==> src/rtl/ssc_pkg.sv <==
package ssc_pkg;
  typedef enum logic {SLOPE_DOWN = 1'b0, SLOPE_UP = 1'b1} slope_e;

  // Pointer advance on a ring of n positions; d may be negative.
  function automatic int wrap_phase(int p, int d, int n);
    int r;
    r = (p + d) % n;
    if (r < 0) r = r + n;
    return r;
  endfunction
endpackage

==> src/rtl/ssc_ref_phase.sv <==
module ssc_ref_phase #(
  parameter int OSR = 3,
  localparam int PHC_W = (OSR > 1) ? $clog2(OSR) : 1
) (
  input  logic             clk,
  input  logic             rst_n,
  output logic [PHC_W-1:0] phase_q,
  output logic             tick
);
  always_ff @(posedge clk) begin
    if (!rst_n)                               phase_q <= '0;
    else if (phase_q == PHC_W'(OSR - 1))      phase_q <= '0;
    else                                      phase_q <= phase_q + 1'b1;
  end

  assign tick = (phase_q == PHC_W'(OSR - 1));
endmodule

==> src/rtl/ssc_tri_profile.sv <==
module ssc_tri_profile
  import ssc_pkg::*;
#(
  parameter int HALF_LEN = 333,
  parameter int FRAC_W   = 16,
  parameter int DEPTH_W  = 8,
  localparam int IDX_W  = $clog2(HALF_LEN + 1),
  localparam int PROD_W = IDX_W + DEPTH_W
) (
  input  logic               clk,
  input  logic               rst_n,
  input  logic               en,
  input  logic               tick,
  input  logic [DEPTH_W-1:0] depth,
  output logic [IDX_W-1:0]   tri_idx,
  output logic [FRAC_W-1:0]  profile
);
  slope_e             slope_q;
  logic [PROD_W-1:0]  prod;

  always_ff @(posedge clk) begin
    if (!rst_n || !en) begin
      tri_idx <= '0;
      slope_q <= SLOPE_UP;
    end else if (tick) begin
      if (slope_q == SLOPE_UP) begin
        tri_idx <= tri_idx + 1'b1;
        if (tri_idx == IDX_W'(HALF_LEN - 1)) slope_q <= SLOPE_DOWN;
      end else begin
        tri_idx <= tri_idx - 1'b1;
        if (tri_idx == IDX_W'(1)) slope_q <= SLOPE_UP;
      end
    end
  end

  assign prod = PROD_W'(tri_idx) * PROD_W'(depth);

  generate
    if (PROD_W > FRAC_W) begin : g_sat
      localparam logic [PROD_W-1:0] FULL = PROD_W'({FRAC_W{1'b1}});
      assign profile = (prod > FULL) ? {FRAC_W{1'b1}} : prod[FRAC_W-1:0];
    end else begin : g_nosat
      assign profile = FRAC_W'(prod);
    end
  endgenerate
endmodule

==> src/rtl/ssc_mash111.sv <==
module ssc_mash111 #(
  parameter int FRAC_W = 16,
  localparam int STAGES = 3
) (
  input  logic              clk,
  input  logic              rst_n,
  input  logic              clr,
  input  logic [FRAC_W-1:0] frac_in,
  output logic signed [3:0] dout
);
  logic [FRAC_W-1:0] stage_in  [STAGES];
  logic [FRAC_W-1:0] resid     [STAGES];
  logic [FRAC_W-1:0] resid_q   [STAGES];
  logic [STAGES-1:0] carry;
  logic              c2_d1, c3_d1, c3_d2;

  assign stage_in[0] = frac_in;

  generate
    for (genvar s = 0; s < STAGES; s++) begin : g_stage
      logic [FRAC_W:0] total;
      assign total    = {1'b0, resid_q[s]} + {1'b0, stage_in[s]};
      assign carry[s] = total[FRAC_W];
      assign resid[s] = total[FRAC_W-1:0];
      if (s + 1 < STAGES) begin : g_chain
        assign stage_in[s+1] = resid[s];
      end
      always_ff @(posedge clk) begin
        if (!rst_n || clr) resid_q[s] <= '0;
        else               resid_q[s] <= resid[s];
      end
    end
  endgenerate

  always_ff @(posedge clk) begin
    if (!rst_n || clr) begin
      c2_d1 <= 1'b0;
      c3_d1 <= 1'b0;
      c3_d2 <= 1'b0;
    end else begin
      c2_d1 <= carry[1];
      c3_d1 <= carry[2];
      c3_d2 <= c3_d1;
    end
  end

  // First stage plus first and second differences of the later carries.
  assign dout = 4'({3'b0, carry[0]} + {3'b0, carry[1]} - {3'b0, c2_d1}
                 + {3'b0, carry[2]} - {2'b0, c3_d1, 1'b0} + {3'b0, c3_d2});
endmodule

==> src/rtl/ssc_phase_accum.sv <==
module ssc_phase_accum #(
  parameter int PHASES = 10,
  parameter int OSR    = 3,
  localparam int PH_W   = $clog2(PHASES),
  localparam int STEP_W = $clog2(4 * OSR + 1) + 1
) (
  input  logic                     clk,
  input  logic                     rst_n,
  input  logic                     clr,
  input  logic                     tick,
  input  logic signed [3:0]        sample,
  output logic signed [STEP_W-1:0] step_q,
  output logic [PH_W-1:0]          ptr_q
);
  logic signed [STEP_W-1:0] part_q;
  logic signed [STEP_W-1:0] total;
  logic [PH_W-1:0]          ptr_nxt;

  assign total   = part_q + {{(STEP_W-4){sample[3]}}, sample};
  assign ptr_nxt = PH_W'(ssc_pkg::wrap_phase(int'(ptr_q), int'(total), PHASES));

  always_ff @(posedge clk) begin
    if (!rst_n) begin
      part_q <= '0;
      step_q <= '0;
      ptr_q  <= '0;
    end else if (clr) begin
      part_q <= '0;
      step_q <= '0;
    end else if (tick) begin
      part_q <= '0;
      step_q <= total;
      ptr_q  <= ptr_nxt;
    end else begin
      part_q <= total;
    end
  end
endmodule

==> src/rtl/ssc_phase_rotator.sv <==
module ssc_phase_rotator #(
  parameter int PHASES   = 10,
  parameter int OSR      = 3,
  parameter int HALF_LEN = 333,
  parameter int FRAC_W   = 16,
  parameter int DEPTH_W  = 8,
  localparam int PH_W   = $clog2(PHASES),
  localparam int STEP_W = $clog2(4 * OSR + 1) + 1,
  localparam int IDX_W  = $clog2(HALF_LEN + 1),
  localparam int PHC_W  = (OSR > 1) ? $clog2(OSR) : 1
) (
  input  logic                     clk_fast,
  input  logic                     rst_n,
  input  logic                     spread_en,
  input  logic [DEPTH_W-1:0]       depth,
  output logic [PH_W-1:0]          phase_sel,
  output logic signed [STEP_W-1:0] step_cnt,
  output logic [FRAC_W-1:0]        profile
);
  logic [PHC_W-1:0]  ref_phase;
  logic              tick;
  logic [IDX_W-1:0]  tri_idx;
  logic signed [3:0] mod_out;

  ssc_ref_phase #(.OSR(OSR)) u_ref (
    .clk(clk_fast), .rst_n(rst_n), .phase_q(ref_phase), .tick(tick)
  );

  ssc_tri_profile #(.HALF_LEN(HALF_LEN), .FRAC_W(FRAC_W), .DEPTH_W(DEPTH_W)) u_tri (
    .clk(clk_fast), .rst_n(rst_n), .en(spread_en), .tick(tick),
    .depth(depth), .tri_idx(tri_idx), .profile(profile)
  );

  ssc_mash111 #(.FRAC_W(FRAC_W)) u_mash (
    .clk(clk_fast), .rst_n(rst_n), .clr(!spread_en),
    .frac_in(profile), .dout(mod_out)
  );

  ssc_phase_accum #(.PHASES(PHASES), .OSR(OSR)) u_acc (
    .clk(clk_fast), .rst_n(rst_n), .clr(!spread_en), .tick(tick),
    .sample(mod_out), .step_q(step_cnt), .ptr_q(phase_sel)
  );
endmodule

==> config.mk <==
export PLATFORM = sky130hd
export DESIGN_NAME = ssc_phase_rotator
export DESIGN_NICKNAME = d
export VERILOG_FILES = /design/src/rtl/ssc_pkg.sv /design/src/rtl/ssc_ref_phase.sv /design/src/rtl/ssc_tri_profile.sv /design/src/rtl/ssc_mash111.sv /design/src/rtl/ssc_phase_accum.sv /design/src/rtl/ssc_phase_rotator.sv
export SDC_FILE = /design/constraint.sdc
export NUM_CORES = 1
export LEC_CHECK = 0
export BUFFER_PORTS_ARGS = -buffer_cell sky130_fd_sc_hd__buf_2
export CAP_MARGIN = 15
export CORE_ASPECT_RATIO = 1.2
export CORE_UTILIZATION = 58
export CTS_BUF_LIST = sky130_fd_sc_hd__clkbuf_4
export CTS_CLUSTER_DIAMETER = 150
export DETAILED_ROUTE_END_ITERATION = 10
export GPL_ROUTABILITY_DRIVEN = 1
export GPL_TIMING_DRIVEN = 0
export PLACE_DENSITY = 0.74
export RECOVER_POWER = 25
export SLEW_MARGIN = 15
export SYNTH_ARGS = -nofsm -noshare
export SYNTH_HDL_FRONTEND = slang
export SYNTH_SLANG_ARGS = --single-unit
==> constraint.sdc <==
create_clock -name clk_fast -period 33.5 [get_ports clk_fast]
set_clock_uncertainty 0.05 [all_clocks]
set_input_delay 6.7 -clock clk_fast [delete_from_list [all_inputs] [get_ports clk_fast]]
set_output_delay 6.7 -clock clk_fast [all_outputs]
set_load 0.02 [all_outputs]
==> results by group <==
Clocking
  – PostCTS Resize Cnt: 0
  – CTS tree: built
  – Total CTS buffers: 9
  – Worst skew pair latency: 0.43 ns
  – Longest Clk Path Bufs: 2
  – Hold buffer count at cts: 0
  – Clock sinks: 77
  – CTS H-tree depth: 3
  – Clk pin slew, worst setup/hold paths: 0.13 ns
  – Post-CTS setup buffers: 0
  – CTS root buf: clkbuf_4

STA
  – Minimum clock period: 22.45 ns
  – Tcrit/Tclk final: 0.670
  – Final setup violation count: 0
  – Max Slew Vio Count: 0
  – Slew margin rel.: 0.389
  – RSZ-0062 raised after global routing: no
  – TNS Setup: 0 ns
  – Final Hold Vio Count: 0
  – Post-route setup slack: 11.05 ns
  – Fmax achieved: 44.5 MHz
  – Worst-Margin Slew: 0.893 ns

Worst setup path
  – Worst Setup End Kind: register
  – R2r endpoint: u_acc.ptr_q[3]
  – Worst path slowest cell: a2111oi_0
  – Most used cell, CP: ha_1
  – Worst setup path endpoint: u_acc.ptr_q[3]
  – Flop2flop setup slack: 16.65 ns
  – Reg2Reg Depth: 68
  – Worst-path fanout max: 10
  – Arrival time at the worst endpoint: 22.77 ns
  – RR Startpoint: u_tri.tri_idx[0]
  – Critical path class: primary input to register
  – CP required: 33.82 ns
  – Setup crit start kind: primary input
  – Crit path largest cell delay: 0.69 ns
  – Setup crit start: depth[4]

Floorplanning
  – Row count: 46
  – Initial Util: 0.591
  – Core Box Area: 13,200 µm²
  – Die footprint: 13,900 µm²
  – Top Ports: 36
  – Die X: 108 µm
  – Die Y: 129 µm

Global route
  – GRT Residual Overflow: 0
  – First-pass GRT wire length: 27,100 µm
  – All-Layer GR Usage: 0.244
  – Pin count of the biggest net entering global routing: 14
  – Vias in the first global route: 6,063
  – Initial antenna violation count: 1

Status
  – Status: finished, final reports clean

Placed design
  – RePlAce Congestion: 0.827
  – Place WS: 10.92 ns
  – Cell count after placement: 1,123
  – I/O Buffers: 34
  – DP HPWL: 13,000 µm

Yosys
  – Top_reg_cell synth: dfxtp_1
  – Count of cell types in the netlist: 59
  – Number of synthesized flops with an enable pin: 0
  – Async S/R FF share, synth: 0
  – Post-Syn Area: 7790 µm²
  – #FFs+latches synth: 77
  – Cells after Synth: 921
  – Mapped Nets: 1,094
  – Seq/Total Area, Yosys: 0.198
  – Avg Inst Size Synth: 8.46 µm²
  – Synthesis warning total: 0

Drt
  – Drt first-iter violations: 237
  – Wirelength per Cell: 13.8 µm
  – DRT Pass-1 Iters: 4
  – Post-route ant nets: 0
  – Via count: 6,214
  – Detailed Route WL: 15,700 µm
  – Vias/cell: 5.45
  – # DRC: 0

Power and ir drop
  – Leak: 4.35 nW
  – Internal power: 132 µW
  – Sw Ratio: 0.274
  – PD cells: 21.8 nW/µm²
  – Clock share of power: 0.352
  – Sequential share of power: 0.518
  – NetSw: 49.6 µW
  – Combinational Power Share: 0.131
  – Maximum VDD drop: 0.0185 mV

Worst hold path
  – Hold WC Path Type: register to register

Run
  – # Max-Cap Violations: 0

Finish
  – Non-Filler Instances: 1,140
  – Fillcell total: 1,218
  – Area Growth Syn to Fin: 6.75%
  – Layout cells sized above 1: 0.0618
  – Nets: 1,139
==> power groups by stage <==
| stage | Clock [mW] | Sequential [mW] | Combinational, mW |
|---|---|---|---|
| final | 0.0637 | 0.0938 | 0.0237 |
| after global routing | 0.0693 | 0.0941 | 0.0271 |
| after CTS | 0.0657 | 0.0939 | 0.0241 |
| after detailed placement | 0 | 0.0959 | 0.0239 |
| after global placement | 0 | 0.0959 | 0.0236 |
| after floorplan | 0 | 0.0961 | 0.0166 |
==> worst max-delay path: cells and delay by family <==
| kind | cells | cell delay, ns |
|---|---|---|
| multiplexers | 1 | 0.32 |
| adder cells (fa/ha/maj) | 18 | 5.84 |
| XOR/XNOR | 4 | 0.97 |
| buffers and inverters | 11 | 1.18 |
| AND/OR/NAND/NOR | 10 | 1.67 |
| AO/OA/AOI/OAI | 25 | 6.09 |
==> per-layer routing <==
layer	vias up	track usage	share of wire
li1	3206	-	-
met1	2917	0.297	0.46
met2	65	0.436	0.50
met3	26	0.0319	0.020
met4	0	0.0902	0.026
met5	-	0	0
==> worst min-delay path by stage <==
stage / from / endpoint / slack [ns] / cells past startpoint
floorplan: u_ref.phase_q[0] / u_ref.phase_q[0] / 0.34 / 1
global placement: u_ref.phase_q[0] / u_ref.phase_q[0] / 0.35 / 1
detailed placement: u_ref.phase_q[0] / u_ref.phase_q[0] / 0.36 / 1
CTS: u_ref.phase_q[0] / u_ref.phase_q[0] / 0.37 / 1
global route: u_ref.phase_q[0] / u_ref.phase_q[0] / 0.38 / 1
finish: u_ref.phase_q[0] / u_ref.phase_q[0] / 0.37 / 1
==> Yosys cell counts (8+ instances only) <==
| cell | number | share of area |
|---|---|---|
| a21o_1 | 19 | 0.018 |
| a21oi_1 | 44 | 0.028 |
| a31oi_1 | 11 | 0.0088 |
| and2_1 | 69 | 0.055 |
| and3_1 | 35 | 0.028 |
| clkbuf_1 | 20 | 0.0096 |
| dfxtp_1 | 77 | 0.20 |
| fa_1 | 49 | 0.13 |
| ha_1 | 113 | 0.18 |
| inv_1 | 104 | 0.050 |
| mux2i_1 | 8 | 0.010 |
| nand2_1 | 62 | 0.030 |
| nand2b_1 | 8 | 0.0064 |
| nand3_1 | 18 | 0.012 |
| nor2_1 | 67 | 0.032 |
| nor3_1 | 17 | 0.011 |
| o21ai_0 | 31 | 0.020 |
| o21bai_1 | 9 | 0.0087 |
| xnor2_1 | 42 | 0.047 |
| xor2_1 | 20 | 0.022 |
==> cell type report <==
cell class              instances  area [µm²]  area share
multi-input cells             712        5750       0.691
flip-flops and latches         77        1540       0.185
inverters                     106         398      0.0478
well taps                     168         210      0.0253
repair buffers                 34         158      0.0190
plain buffers                  26         100      0.0120
clock inverters                 7        88.8      0.0107
clock buffers                   9        67.6     0.00813
diodes                          1        2.50    0.000301
==> state kept, by name (all words and copies together) (netlist names) <==
| register | count |
|---|---|
| u_tri.slope_q | 1 |
| u_ref.phase_q | 2 |
| u_mash.c3_d2 | 1 |
| u_acc.ptr_q | 4 |
| u_acc.step_q | 5 |
| u_mash.c2_d1 | 1 |
| u_acc.part_q | 5 |
| u_mash.resid_q | 48 |
| u_mash.c3_d1 | 1 |
| u_tri.tri_idx | 9 |
==> cell usage in the layout (no fill, tap or decap), types with 35 or more instances in the layout <==
cell type	n
ha_1	113
inv_1	104
dfxtp_1	77
and2_1	68
nor2_1	67
nand2_1	62
fa_1	49
a21oi_1	44
xnor2_1	42
and3_1	35
==> cell families after synthesis <==
kind of cell               Yosys count  synth area share
buffers and inverters              132            0.0641
DFF                                 77             0.198
adders and majority gates          162             0.307
and+or+nand+nor                    317             0.212
muxes                               10            0.0137
xor gates and xnor gates            62            0.0697
AOI/OAI and AO/OA                  161             0.135
==> metrics by stage <==
| step | total power, mW | instance area, µm² | utilization | hold WS [ns] |
|---|---|---|---|---|
| 2_1_floorplan | 0.113 | 7790 | - | 0.343 |
| 3_5_place_dp | 0.120 | 8170 | 0.620 | 0.355 |
| 6_report | 0.181 | 8320 | 0.631 | 0.375 |
| 5_1_grt | 0.190 | 8320 | 0.631 | 0.381 |
| 3_3_place_gp | 0.119 | 8170 | 0.620 | 0.353 |
| 4_1_cts | 0.184 | 8330 | 0.632 | 0.373 |
No activity file was read; power rests on OpenSTA's default activity.
